`src/rtl/chdma_pkg.sv`:
```
package chdma_pkg;
   localparam logic [3:0] PORT_STATUS = 4'h8;
   localparam logic [3:0] PORT_MASK   = 4'hA;
   localparam logic [3:0] PORT_MODE   = 4'hB;
   localparam logic [3:0] PORT_CLRPTR = 4'hC;
   localparam logic [3:0] PORT_MCLR   = 4'hD;
   // position of the auto-initialise bit inside the stored mode field
   localparam int AUTO_BIT = 2;
endpackage

```
`src/rtl/chdma_bptr.sv`:
```
module chdma_bptr (
   input  logic clk,
   input  logic rst_n,
   input  logic toggle,
   input  logic clear,
   output logic ptr_hi
);
   always_ff @(posedge clk or negedge rst_n) begin
      if (!rst_n)      ptr_hi <= 1'b0;
      else if (clear)  ptr_hi <= 1'b0;
      else if (toggle) ptr_hi <= ~ptr_hi;
   end


   ptr_clear_chk: assert property (@(posedge clk) disable iff (!rst_n)
      clear |=> !ptr_hi);

   ptr_toggle_chk: assert property (@(posedge clk) disable iff (!rst_n)
      (toggle && !clear) |=> (ptr_hi != $past(ptr_hi)));
endmodule

```
`src/rtl/chdma_chan.sv`:
```
module chdma_chan #(
   parameter int DATA_W = 8,
   parameter int MODE_W = 6,
   localparam int REG_W = 2 * DATA_W
) (
   input  logic              clk,
   input  logic              rst_n,
   input  logic              wr_byte,
   input  logic              sel_cnt,
   input  logic              ptr_hi,
   input  logic [DATA_W-1:0] wdata,
   input  logic              mask_we,
   input  logic              mask_val,
   input  logic              mode_we,
   input  logic [MODE_W-1:0] mode_d,
   input  logic              mclr,
   input  logic              tc_clr,
   input  logic              dack,
   output logic [REG_W-1:0]  cur_addr,
   output logic [REG_W-1:0]  cur_cnt,
   output logic              mask_q,
   output logic [MODE_W-1:0] mode_q,
   output logic              tc_flag,
   output logic              tc_now
);
   import chdma_pkg::*;

   logic [REG_W-1:0] base_addr, base_cnt;
   logic step, auto_on;

   assign auto_on = mode_q[AUTO_BIT];
   assign step    = dack && !mask_q && !wr_byte;
   assign tc_now  = step && (cur_cnt == '0);

   always_ff @(posedge clk or negedge rst_n) begin
      if (!rst_n) begin
         cur_addr  <= '0;
         cur_cnt   <= '0;
         base_addr <= '0;
         base_cnt  <= '0;
      end else if (wr_byte) begin
         if (sel_cnt) begin
            if (ptr_hi) begin
               cur_cnt[REG_W-1 -: DATA_W]  <= wdata;
               base_cnt[REG_W-1 -: DATA_W] <= wdata;
            end else begin
               cur_cnt[DATA_W-1:0]  <= wdata;
               base_cnt[DATA_W-1:0] <= wdata;
            end
         end else begin
            if (ptr_hi) begin
               cur_addr[REG_W-1 -: DATA_W]  <= wdata;
               base_addr[REG_W-1 -: DATA_W] <= wdata;
            end else begin
               cur_addr[DATA_W-1:0]  <= wdata;
               base_addr[DATA_W-1:0] <= wdata;
            end
         end
      end else if (tc_now && auto_on) begin
         cur_addr <= base_addr;
         cur_cnt  <= base_cnt;
      end else if (step) begin
         cur_addr <= cur_addr + 1'b1;
         cur_cnt  <= cur_cnt - 1'b1;
      end
   end

   always_ff @(posedge clk or negedge rst_n) begin
      if (!rst_n) begin
         mask_q  <= 1'b1;
         mode_q  <= '0;
         tc_flag <= 1'b0;
      end else begin
         if (mclr)                   mask_q <= 1'b1;
         else if (mask_we)           mask_q <= mask_val;
         else if (tc_now && !auto_on) mask_q <= 1'b1;

         if (mode_we) mode_q <= mode_d;

         if (mclr)        tc_flag <= 1'b0;
         else if (tc_now) tc_flag <= 1'b1;
         else if (tc_clr) tc_flag <= 1'b0;
      end
   end


   step_chk: assert property (@(posedge clk) disable iff (!rst_n)
      (step && cur_cnt != '0) |=>
         (cur_cnt == $past(cur_cnt) - 1'b1) && (cur_addr == $past(cur_addr) + 1'b1));

   masked_hold_chk: assert property (@(posedge clk) disable iff (!rst_n)
      (mask_q && !wr_byte) |=> ($stable(cur_cnt) && $stable(cur_addr)));

   tc_mask_chk: assert property (@(posedge clk) disable iff (!rst_n)
      (tc_now && !auto_on && !mask_we) |=> (mask_q && tc_flag && (&cur_cnt)));

   reload_chk: assert property (@(posedge clk) disable iff (!rst_n)
      (tc_now && auto_on && !mask_we && !mclr) |=>
         (!mask_q && cur_cnt == $past(base_cnt) && cur_addr == $past(base_addr)));

   mclr_chk: assert property (@(posedge clk) disable iff (!rst_n)
      mclr |=> (mask_q && !tc_flag));
endmodule

```
`src/rtl/chdma_regs.sv`:
```
module chdma_regs #(
   parameter int CH_NUM = 4,
   parameter int DATA_W = 8,
   localparam int MODE_W = DATA_W - 2,
   localparam int CH_W   = $clog2(CH_NUM),
   localparam int REG_W  = 2 * DATA_W
) (
   input  logic                     clk,
   input  logic                     rst_n,
   input  logic                     wr_en,
   input  logic                     rd_en,
   input  logic [3:0]               port_sel,
   input  logic [DATA_W-1:0]        wdata,
   output logic [DATA_W-1:0]        rdata,
   input  logic [CH_NUM-1:0]        dreq,
   input  logic [CH_NUM-1:0]        dack,
   output logic [CH_NUM-1:0]        tc_o,
   output logic [CH_NUM-1:0]        mask_o,
   output logic [CH_NUM*MODE_W-1:0] mode_o
);
   import chdma_pkg::*;

   if (CH_NUM != 4) begin : g_bad_ch
      $error("chdma_regs: port map needs CH_NUM == 4");
   end
   if (DATA_W != 2 * CH_NUM) begin : g_bad_w
      $error("chdma_regs: status byte needs DATA_W == 2*CH_NUM");
   end

   logic ptr_hi, reg_acc, ptr_clear, mclr, tc_clr;
   logic [REG_W-1:0] addr_v [CH_NUM];
   logic [REG_W-1:0] cnt_v  [CH_NUM];
   logic [CH_NUM-1:0] tc_flags;

   assign reg_acc   = (wr_en || rd_en) && !port_sel[3];
   assign mclr      = wr_en && (port_sel == PORT_MCLR);
   assign ptr_clear = mclr || (wr_en && (port_sel == PORT_CLRPTR));
   assign tc_clr    = rd_en && !wr_en && (port_sel == PORT_STATUS);

   chdma_bptr u_bptr (
      .clk    (clk),
      .rst_n  (rst_n),
      .toggle (reg_acc),
      .clear  (ptr_clear),
      .ptr_hi (ptr_hi)
   );

   for (genvar g = 0; g < CH_NUM; g++) begin : g_ch
      logic wr_this, mask_this, mode_this;
      assign wr_this   = wr_en && !port_sel[3] && (port_sel[CH_W:1] == CH_W'(g));
      assign mask_this = wr_en && (port_sel == PORT_MASK) && (wdata[CH_W-1:0] == CH_W'(g));
      assign mode_this = wr_en && (port_sel == PORT_MODE) && (wdata[CH_W-1:0] == CH_W'(g));

      chdma_chan #(.DATA_W(DATA_W), .MODE_W(MODE_W)) u_chan (
         .clk      (clk),
         .rst_n    (rst_n),
         .wr_byte  (wr_this),
         .sel_cnt  (port_sel[0]),
         .ptr_hi   (ptr_hi),
         .wdata    (wdata),
         .mask_we  (mask_this),
         .mask_val (wdata[2]),
         .mode_we  (mode_this),
         .mode_d   (wdata[DATA_W-1:2]),
         .mclr     (mclr),
         .tc_clr   (tc_clr),
         .dack     (dack[g]),
         .cur_addr (addr_v[g]),
         .cur_cnt  (cnt_v[g]),
         .mask_q   (mask_o[g]),
         .mode_q   (mode_o[g*MODE_W +: MODE_W]),
         .tc_flag  (tc_flags[g]),
         .tc_now   (tc_o[g])
      );
   end

   always_comb begin
      logic [REG_W-1:0] word;
      word  = port_sel[0] ? cnt_v[port_sel[CH_W:1]] : addr_v[port_sel[CH_W:1]];
      rdata = '0;
      if (!port_sel[3])
         rdata = ptr_hi ? word[REG_W-1 -: DATA_W] : word[DATA_W-1:0];
      else if (port_sel == PORT_STATUS)
         rdata = {dreq, tc_flags};
   end


   status_clr_chk: assert property (@(posedge clk) disable iff (!rst_n)
      (tc_clr && tc_o == '0) |=> (rdata == '0 || port_sel != PORT_STATUS || dreq != '0 || tc_o != '0 || wr_en));

   mclr_all_chk: assert property (@(posedge clk) disable iff (!rst_n)
      mclr |=> (mask_o == '1));
endmodule

```
`config.mk`:
```
export PLATFORM = sky130hd
export DESIGN_NAME = chdma_regs
export DESIGN_NICKNAME = d
export VERILOG_FILES = /design/src/rtl/chdma_pkg.sv /design/src/rtl/chdma_bptr.sv /design/src/rtl/chdma_chan.sv /design/src/rtl/chdma_regs.sv
export SDC_FILE = /design/constraint.sdc
export NUM_CORES = 1
export LEC_CHECK = 0
export BUFFER_PORTS_ARGS = -buffer_cell sky130_fd_sc_hd__buf_4
export CAP_MARGIN = 10
export CORE_MARGIN = 10
export CORE_UTILIZATION = 45
export CTS_BUF_LIST = sky130_fd_sc_hd__clkbuf_8
export CTS_CLUSTER_DIAMETER = 150
export CTS_CLUSTER_SIZE = 10
export DETAILED_ROUTE_END_ITERATION = 10
export GPL_TIMING_DRIVEN = 0
export HOLD_SLACK_MARGIN = 0.03
export PLACE_DENSITY = 0.68
export SLEW_MARGIN = 25
export SYNTH_ARGS = -nofsm -noshare
export SYNTH_HDL_FRONTEND = slang
export SYNTH_SLANG_ARGS = --single-unit
```
`constraint.sdc`:
```
create_clock -name clk -period 5.2 [get_ports clk]
set_input_delay 0.26 -clock clk [delete_from_list [all_inputs] [get_ports clk]]
set_output_delay 0.26 -clock clk [all_outputs]
set_load 0.05 [all_outputs]
```
# [After elaboration in Yosys (flattened, before gate mapping)]
# Index checks and enable logic that the tools add are counted.
[totals] ff_bits=289 inputBits=24 output_inout_bits=40 word_cells=252
[classes] n_addsub=8 magnitude_cmp=1 n_eq_ne=27 n_mux=61 n_bitwise=3 n_reduce_logical=107
[op_table] cell="$mux W16" count=31
[op_table] cell="$reduce_and A3 Y1" count=32
[op_table] cell="$add A16 B1 Y16 const B" count=4
[op_table] cell="$bmux W16 S2" count=2
[op_table] cell="$logic_not A16 Y1" count=4
[op_table] cell="$sub A16 B1 Y16 const B" count=4
[op_table] cell="$logic_and A1 B1 Y1" count=40
[op_table] cell="$mux W8" count=5
[op_table] cell="$reduce_bool A3 Y1" count=12
[op_table] cell="$ne A2 B2 Y1 const B" count=16
[op_table] cell="$mux W1" count=23
[op_table] cell="$eq A4 B4 Y1 const B" count=5
[op_table] cell="$logic_not A1 Y1" count=14
[op_table] cell="$eq A2 B2 Y1 const B" count=4
[op_table] cell="$eq A2 B1 Y1 const B" count=2
[op_table] cell="$logic_not A2 Y1" count=2
[op_table] cell="$ge A3 B3 Y1 const B" count=1
[op_table] cell="$not A2 Y3" count=1
[op_table] cell="$logic_or A1 B1 Y1" count=2
[op_table] cell="$not A1 Y1" count=2
[op_table] cell="$reduce_bool A2 Y1" count=1

# [Longest topological paths before layout]
# Gate-level depths: netlist of run 1.
[depth] depth_word=10 ltp_mapped=9 ltp_nobuf=7

# [Modules after synthesis]
# Synthesis of run 1 repeated with hierarchy kept, for this count alone.
[unflattened] cells_unflattened=1782 area_unflattened_um2=16663.5
[by_module_without_submodules] module="chdma_chan at g_ch[0].u_chan ..." n_inst=3 cells_per_inst=409 area_each_um2=3821.2 seq_area_each_um2=1803.0
[by_module_without_submodules] module="chdma_chan at g_ch[3].u_chan" n_inst=1 cells_per_inst=406 area_each_um2=3826.2 seq_area_each_um2=1803.0
[by_module_without_submodules] module="chdma_regs" n_inst=1 cells_per_inst=146 area_each_um2=1336.3 seq_area_each_um2=0.0
[by_module_without_submodules] module="chdma_bptr" n_inst=1 cells_per_inst=3 area_each_um2=37.5 seq_area_each_um2=25.0

# [Least setup slack after synthesis of run 1]
# OpenSTA, ideal clock, no wires.
[synth_timing] path_type="input-to-output" from="input port port_sel[1]" to="output port rdata[2]" arrival_ns=2.024 required_ns=4.940 setup_slack_ns=2.916 stages=5 n_path_buf=2 cell_sequence="buf_2 -> buf_2 -> mux4_2 -> mux2_2 -> a221o_1"
[synth_between] elab_chain_cells=7 word_cells_on_any_way=12 classes_between="eq/ne (1); mux (10); bitwise (1)"
[synth_rtl] item="from (decl)" line_no="chdma_regs.sv:12" rtl="input logic [3:0] port_sel,"
[synth_rtl] item="$not A2 Y3 (not written as such)" line_no="chdma_regs.sv:79" rtl="word = port_sel[0] ? cnt_v[port_sel[CH_W:1]] : addr_v[port_sel[CH_W:1]];"
[synth_rtl] item="$bmux W16 S2" line_no="chdma_regs.sv:79"
[synth_rtl] item="$mux W16 (not written as such) (2 in a row)" line_no="chdma_regs.sv:79"
[synth_rtl] item="$mux W16" line_no="chdma_regs.sv:79"
[synth_rtl] item="$mux W8" line_no="chdma_regs.sv:82" rtl="rdata = ptr_hi ? word[REG_W-1 -: DATA_W] : word[DATA_W-1:0];"
[synth_rtl] item="$mux W8 *" line_no="chdma_regs.sv:81" rtl="if (!port_sel[3])"
[synth_rtl] item="to (decl)" line_no="chdma_regs.sv:14" rtl="output logic [DATA_W-1:0] rdata,"
# Every way passes the cells marked *; elsewhere a longest branch is shown, timed or not. The select of a mux whose other input is x is not followed.

# [Worst setup path after layout of run 1]
[layout_timing] from="register g_ch[2].u_chan.cur_cnt[4]" to="output port tc_o[2]"
[layout_between] elab_chain_cells=2
[layout_rtl] item="from (decl)" line_no="chdma_chan.sv:20" rtl="output logic [REG_W-1:0] cur_cnt,"
[layout_rtl] item="from (signal, indexed assignment)" line_no="chdma_chan.sv:44" rtl="cur_cnt[REG_W-1 -: DATA_W] <= wdata;"
[layout_rtl] item="from (signal, indexed assignment)" line_no="chdma_chan.sv:47" rtl="cur_cnt[DATA_W-1:0] <= wdata;"
[layout_rtl] item="from (signal assigned)" line_no="chdma_chan.sv:61" rtl="cur_cnt <= base_cnt;"
[layout_rtl] item="$logic_not A16 Y1" line_no="chdma_chan.sv:33" rtl="assign tc_now = step && (cur_cnt == '0);"
[layout_rtl] item="$logic_and A1 B1 Y1" line_no="chdma_chan.sv:33"
[layout_rtl] item="to (decl)" line_no="chdma_regs.sv:17" rtl="output logic [CH_NUM-1:0] tc_o,"
# Every way passes these cells.

==> results of run 1 <==
-- layout make-up --
class                   count  share of cell area
inverters                  27             0.00549
multi-input cells        1283               0.477
well taps                 468              0.0317
clock buffers              37              0.0276
clock inverters            19             0.00387
flip-flops and latches    289               0.392
diodes                      3            0.000407
plain buffers             125              0.0303
repair buffers             67              0.0312
-- power breakdown --
part / internal, W / total [W] / switching, W
sequential: 0.00293 / 0.00407 / 0.00114
combinational: 0.00130 / 0.00292 / 0.00162
clock: 0.000651 / 0.00153 / 0.000880
-- flip-flops by register name, indices dropped and copies added (netlist names) --
signal and cells:
g_ch.u_chan.cur_cnt 64, g_ch.u_chan.tc_flag 4, g_ch.u_chan.base_addr 64, g_ch.u_chan.base_cnt 64
g_ch.u_chan.mode_q 24, g_ch.u_chan.mask_q 4, g_ch.u_chan.cur_addr 64, u_bptr.ptr_hi 1
-- synthesized netlist by cell type, drive strengths merged (9+ instances only) --
cell / n
a211oi: 10
a21oi: 56
a221o: 9
a221oi: 11
a22oi: 25
a31oi: 38
and3: 16
and4: 11
buf: 44
clkbuf: 81
dfrtp: 285
ha: 12
inv: 27
mux2: 98
mux2i: 53
mux4: 32
nand2: 222
nand2b: 12
nand3: 34
nand4: 24
nor2: 145
nor2b: 9
nor3: 57
nor4: 19
o211ai: 16
o21ai: 123
o221ai: 26
o22ai: 26
o31ai: 18
or3: 22
or4: 10
xnor2: 40
xor2: 29
-- cell families after synthesis --
logic type / synth area share
AOI/OAI and AO/OA: 0.158
and+or+nand+nor: 0.184
buffers and inverters: 0.0388
muxes: 0.141
xor gates and xnor gates: 0.0362
DFF: 0.434
adders and majority gates: 0.00900
-- routing by layer --
| layer | GRT usage | vias up |
|---|---|---|
| met5 | 0 | - |
| met4 | 0.158 | 0 |
| met3 | 0.0931 | 220 |
| met2 | 0.415 | 1074 |
| met1 | 0.387 | 7721 |
| li1 | - | 6586 |
-- repair_timing --
item | 4_1_cts | 5_1_grt
endpoints found under the hold margin | 54 | 0
hold buffers | 2 | 0
setup endpoints to repair | 0 | 0
setup buffers | 0 | 0
-- worst max-delay path, stage by stage, from the launching register on --
cell and delay, ns:
dfrtp_1 0.57, nor4_4 0.54, nand4b_2 0.26, clkbuf_1 0.33, nor2_1 0.38, buf_4 0.18
buf_4 0.19
-- worst max-delay path by stage --
stage                                          from                           to  slack, ns  cells after the start
after floorplan                         port_sel[1]                     rdata[2]       2.92                      5
after global placement                        rst_n     g_ch[2].u_chan.mode_q[1]       1.24                      1
after detailed placement  g_ch[2].u_chan.cur_cnt[0]  g_ch[2].u_chan.cur_addr[11]       2.42                      7
after CTS                 g_ch[2].u_chan.cur_cnt[4]                      tc_o[2]       2.01                      6
after global routing      g_ch[2].u_chan.cur_cnt[4]                      tc_o[2]       1.84                      6
final                     g_ch[2].u_chan.cur_cnt[4]                      tc_o[2]       1.91                      6
-- stage by stage --
| stage | area, um^2 | hold WS (ns) |
|---|---|---|
| floorplan | 16700 | -0.0356 |
| global placement | 17700 | 0.459 |
| detailed placement | 17800 | 0.196 |
| CTS | 18400 | 0.129 |
| global route | 18400 | 0.183 |
| finish | 18400 | 0.141 |
==> metrics.txt, run 1 <==
status=completed; hold endpoint=g_ch[1].u_chan.cur_addr[10]; row cnt=70; total chip power=0.00852 W; hold depth=4; effective utilization at floorplan=0.456; Tightest Pin Transition=1.17 ns; worst min-delay path startpoint=wdata[2]; CTS root buf=clkbuf_8; # IOs=64; final wirelength=66400 um; nets=1863; share of cells above drive strength 1=0.171; multi-input logic area=0.00880 mm^2; MaxCap Viol Count=0; Fin Setup TNS=0 ns; Top FF cell, synth=dfrtp_1; CTS H-Tree Depth=2; setup slack after layout=1.91 ns; area leader, netlist=dfrtp_1; Final min period=3.29 ns; die height=213 um; GRT overflow=0; TritonCTS clock tree=done; CP Capture Type=output port; DP Cell Count=2257; via count=15600; I/O Buffers=62; most frequent cells in the layout=dfrtp_1, nand2_1, nor2_1; CTS resizes=0; final std cells w/o fill=2318; Layout Utilization=0.504; share of the synthesized area in the top cell type=0.427; endpoints failing setup=0; Met3 Wirelength=8360 um; first-pass GRT wire length=98100 um; All-Layer GR Usage=0.292; register bit total from synthesis=289; Synth warnings=0; Die ar.=0.0452 mm^2; remaining antenna violation count after routing=0; DRT iter0 DRCs=2103; routed len/inst=28.6 um; Power Dens Cells=462 mW/mm^2; DP HPWL=47600 um; Unique masters post-synth=78; worst skew pair latency=0.58 ns; met2 wire len=27800 um; RSZ-0062 raised after global routing=false; post-synthesis sequential area ratio=0.434; Setup Crit Path Kind=reg -> out; reg2reg start=g_ch[2].u_chan.cur_cnt[0]; DRC=0; initial antenna violation count=2; number of synthesized flops with an enable pin=0; Final Cycle Share=0.632; Worst R2R Setup Slack=2.24 ns; Critical Path AT=3.03 ns; pre-CTS WS=2.42 ns; LEAKAGE=7.69 nW; most common cell after layout, fill and taps aside=dfrtp_1; post-synthesis cell count=1724; FFs w/ async S/R, synth=1.00; M1 WL=26300 um; cell area after synthesis=0.0167 mm^2; # clock sinks=289; largest net degree at the start of global routing=89; clk buf depth=3; net count of the mapped netlist=1760; startpoint types=flop; Slew Limit Headroom=0.218; Worst R2R End=g_ch[2].u_chan.cur_addr[11]; final-layout fill cell count=3472; ranking of synthesized cells by area=dfrtp_1, mux2_2, nand2_1, mux4_2, o21ai_0; max-slew violation count=0; Synth Area per Inst=9.68 um^2; DR pass1 iterations=6; die width=213 um; Hold Vio Cnt, Final=0; CTS Buf Count=34; critical path peak fanout=10; reg2reg path depth=7; min-delay worst type=in -> reg; Area Growth Syn to Fin=10.6%; Register Area=0.00724 mm^2; highest metal layer with signal wires=met4; VDD IR-drop max=243 uV; RD Place Congestion=1.03; Worst-path clk slew=0.08 ns; worst path required time=4.94 ns; vias in the first global route=15000; Layout Skew=0.0161 ns; core outline area=0.0366 mm^2; DR vias/cell=6.73; Max Fclk=0.304 GHz
Power figures use the tool's default switching activity.
==> inputs of run 2 (changes only) <==
--- a/config.mk
+++ b/config.mk
@@ -15,7 +15,7 @@
 export DETAILED_ROUTE_END_ITERATION = 10
 export GPL_TIMING_DRIVEN = 0
 export HOLD_SLACK_MARGIN = 0.03
-export PLACE_DENSITY = 0.68
+export PLACE_DENSITY = 0.7
 export SLEW_MARGIN = 25
 export SYNTH_ARGS = -nofsm -noshare
 export SYNTH_HDL_FRONTEND = slang
==> constraint.sdc (replaced) <==
create_clock -name clk -period 2.95 [get_ports clk]
set_input_delay 0.1475 -clock clk [delete_from_list [all_inputs] [get_ports clk]]
set_output_delay 0.1475 -clock clk [all_outputs]
set_load 0.05 [all_outputs]
==> metrics.txt, run 2 (synthesized netlist as in run 1, its figures left out) <==
Hold Vio Cnt, Final=0; largest net degree at the start of global routing=90; # clock sinks=289; worst skew pair latency=0.60 ns; placed cell area=0.0178 mm^2; core outline area=0.0366 mm^2; row cnt=70; CTS Buf Count=34; Worst Setup SP=g_ch[3].u_chan.cur_cnt[0]; RSZ-0062 raised after global routing=false; die height=213 um; routed len/inst=28.8 um; Hold WS=0.0577 ns; vias in the first global route=15000; Max Fclk=0.344 GHz; clk buf depth=3; DRT iter0 DRCs=2025; RD Place Congestion=1.01; DR pass1 iterations=6; LEAKAGE=7.72 nW; critical path peak fanout=4; Critical Path AT=2.76 ns; DRC=0; Die ar.=0.0452 mm^2; Slew Limit Headroom=0.203; DR vias/cell=6.70; All-Layer GR Usage=0.293; min-delay worst type=in -> async; CP endpoint=tc_o[3]; GRT overflow=0; remaining antenna violation count after routing=0; Area Growth Syn to Fin=11.0%; final std cell area, no fill=0.0185 mm^2; Layout Skew=0.0285 ns; first-pass GRT wire length=98800 um; share of cells above drive strength 1=0.176; most common cell after layout, fill and taps aside=dfrtp_1; worst path required time=2.80 ns; CP Capture Type=output port; die width=213 um; Final min period=2.90 ns; # IOs=64; effective utilization at floorplan=0.456; nets=1865; final wirelength=66800 um; Tightest Pin Transition=1.20 ns; Layout Utilization=0.506; max-slew violation count=0; Worst R2R End=g_ch[0].u_chan.cur_cnt[12]; Setup Crit Path Kind=reg -> out; TritonCTS clock tree=done; Power Dens Cells=810 mW/mm^2; Final Cycle Share=0.985; Worst R2R Setup Slack=0.07 ns; Worst-path clk slew=0.08 ns; reg2reg start=g_ch[0].u_chan.mask_q; via count=15600; most frequent cells in the layout=dfrtp_1, nand2_1, nor2_1; status=completed; I/O Buffers=62; initial antenna violation count=4; CTS H-Tree Depth=2; reg2reg path depth=7; CTS root buf=clkbuf_8; total chip power=0.0150 W; VDD IR-drop max=516 uV; startpoint types=flop; DP HPWL=48400 um; endpoints failing setup=0; MaxCap Viol Count=0
-- run 2: per-stage QoR --
step | TNS (ns) | worst slack (ns) | cells
floorplan | 0 | 0.829 | 1724
global placement | -241.50 | -0.881 | 2254
detailed placement | 0 | 0.140 | 2257
CTS | 0 | 0.0172 | 2319
global route | 0 | 0.00279 | 2319
finish | 0 | 0.0455 | 2323
-- run 2: layout make-up --
class                      count  area [um^2]
antenna                        5         12.5
buffer                       124          557
clock buffer                  37          509
clock inverter                20         75.1
fill                        3418        18100
inverter                      27          101
multi-input combinational   1283         8840
sequential                   289         7240
tap                          468          586
timing repair buffer          70          601
-- run 2: metal layers --
layer,GRT usage,wire [um],vias up
met5,0,19,-
met4,0.147,3730,2
met3,0.0590,7240,223
met2,0.439,28900,1006
met1,0.396,26900,7735
li1,-,-,6598
-- run 2: report_power, final --
group / internal [W] / switching [W]
logic: 0.00230 / 0.00284
registers: 0.00517 / 0.00197
clock network: 0.00115 / 0.00157
total: 0.00862 / 0.00638
-- run 2: repair_timing --
action / 4_1_cts / 5_1_grt
hold buffers: 3 / 0
endpoints found under the setup margin: 2 / 8
setup buffers: 2 / 0
hold endpoints to repair: 287 / 0
pin swaps: 1 / 1
resized for setup: 2 / 9
-- run 2: how the worst min path moves through the flow --
| stage | startpoint | end | slack, ns | depth (start not counted) |
|---|---|---|---|---|
| 2_1_floorplan | rst_n | g_ch[0].u_chan.base_addr[0] | -0.15 | 0 |
| 6_report | rst_n | g_ch[0].u_chan.base_cnt[2] | 0.06 | 2 |
| 3_5_place_dp | rst_n | g_ch[0].u_chan.base_cnt[2] | 0.07 | 1 |
| 4_1_cts | wdata[0] | g_ch[1].u_chan.base_cnt[0] | 0.03 | 3 |
| 5_1_grt | wdata[5] | g_ch[0].u_chan.cur_addr[13] | 0.09 | 4 |
| 3_3_place_gp | rd_en | u_bptr.ptr_hi | 0.42 | 2 |
-- run 2: critical path, stage by stage (launching register included) --
cell	delay [ns]
dfrtp_1	0.46
inv_1	0.15
ha_1	0.18
nor4b_1	0.45
nand3_1	0.28
nor2_1	0.31
buf_4	0.16
buf_4	0.18
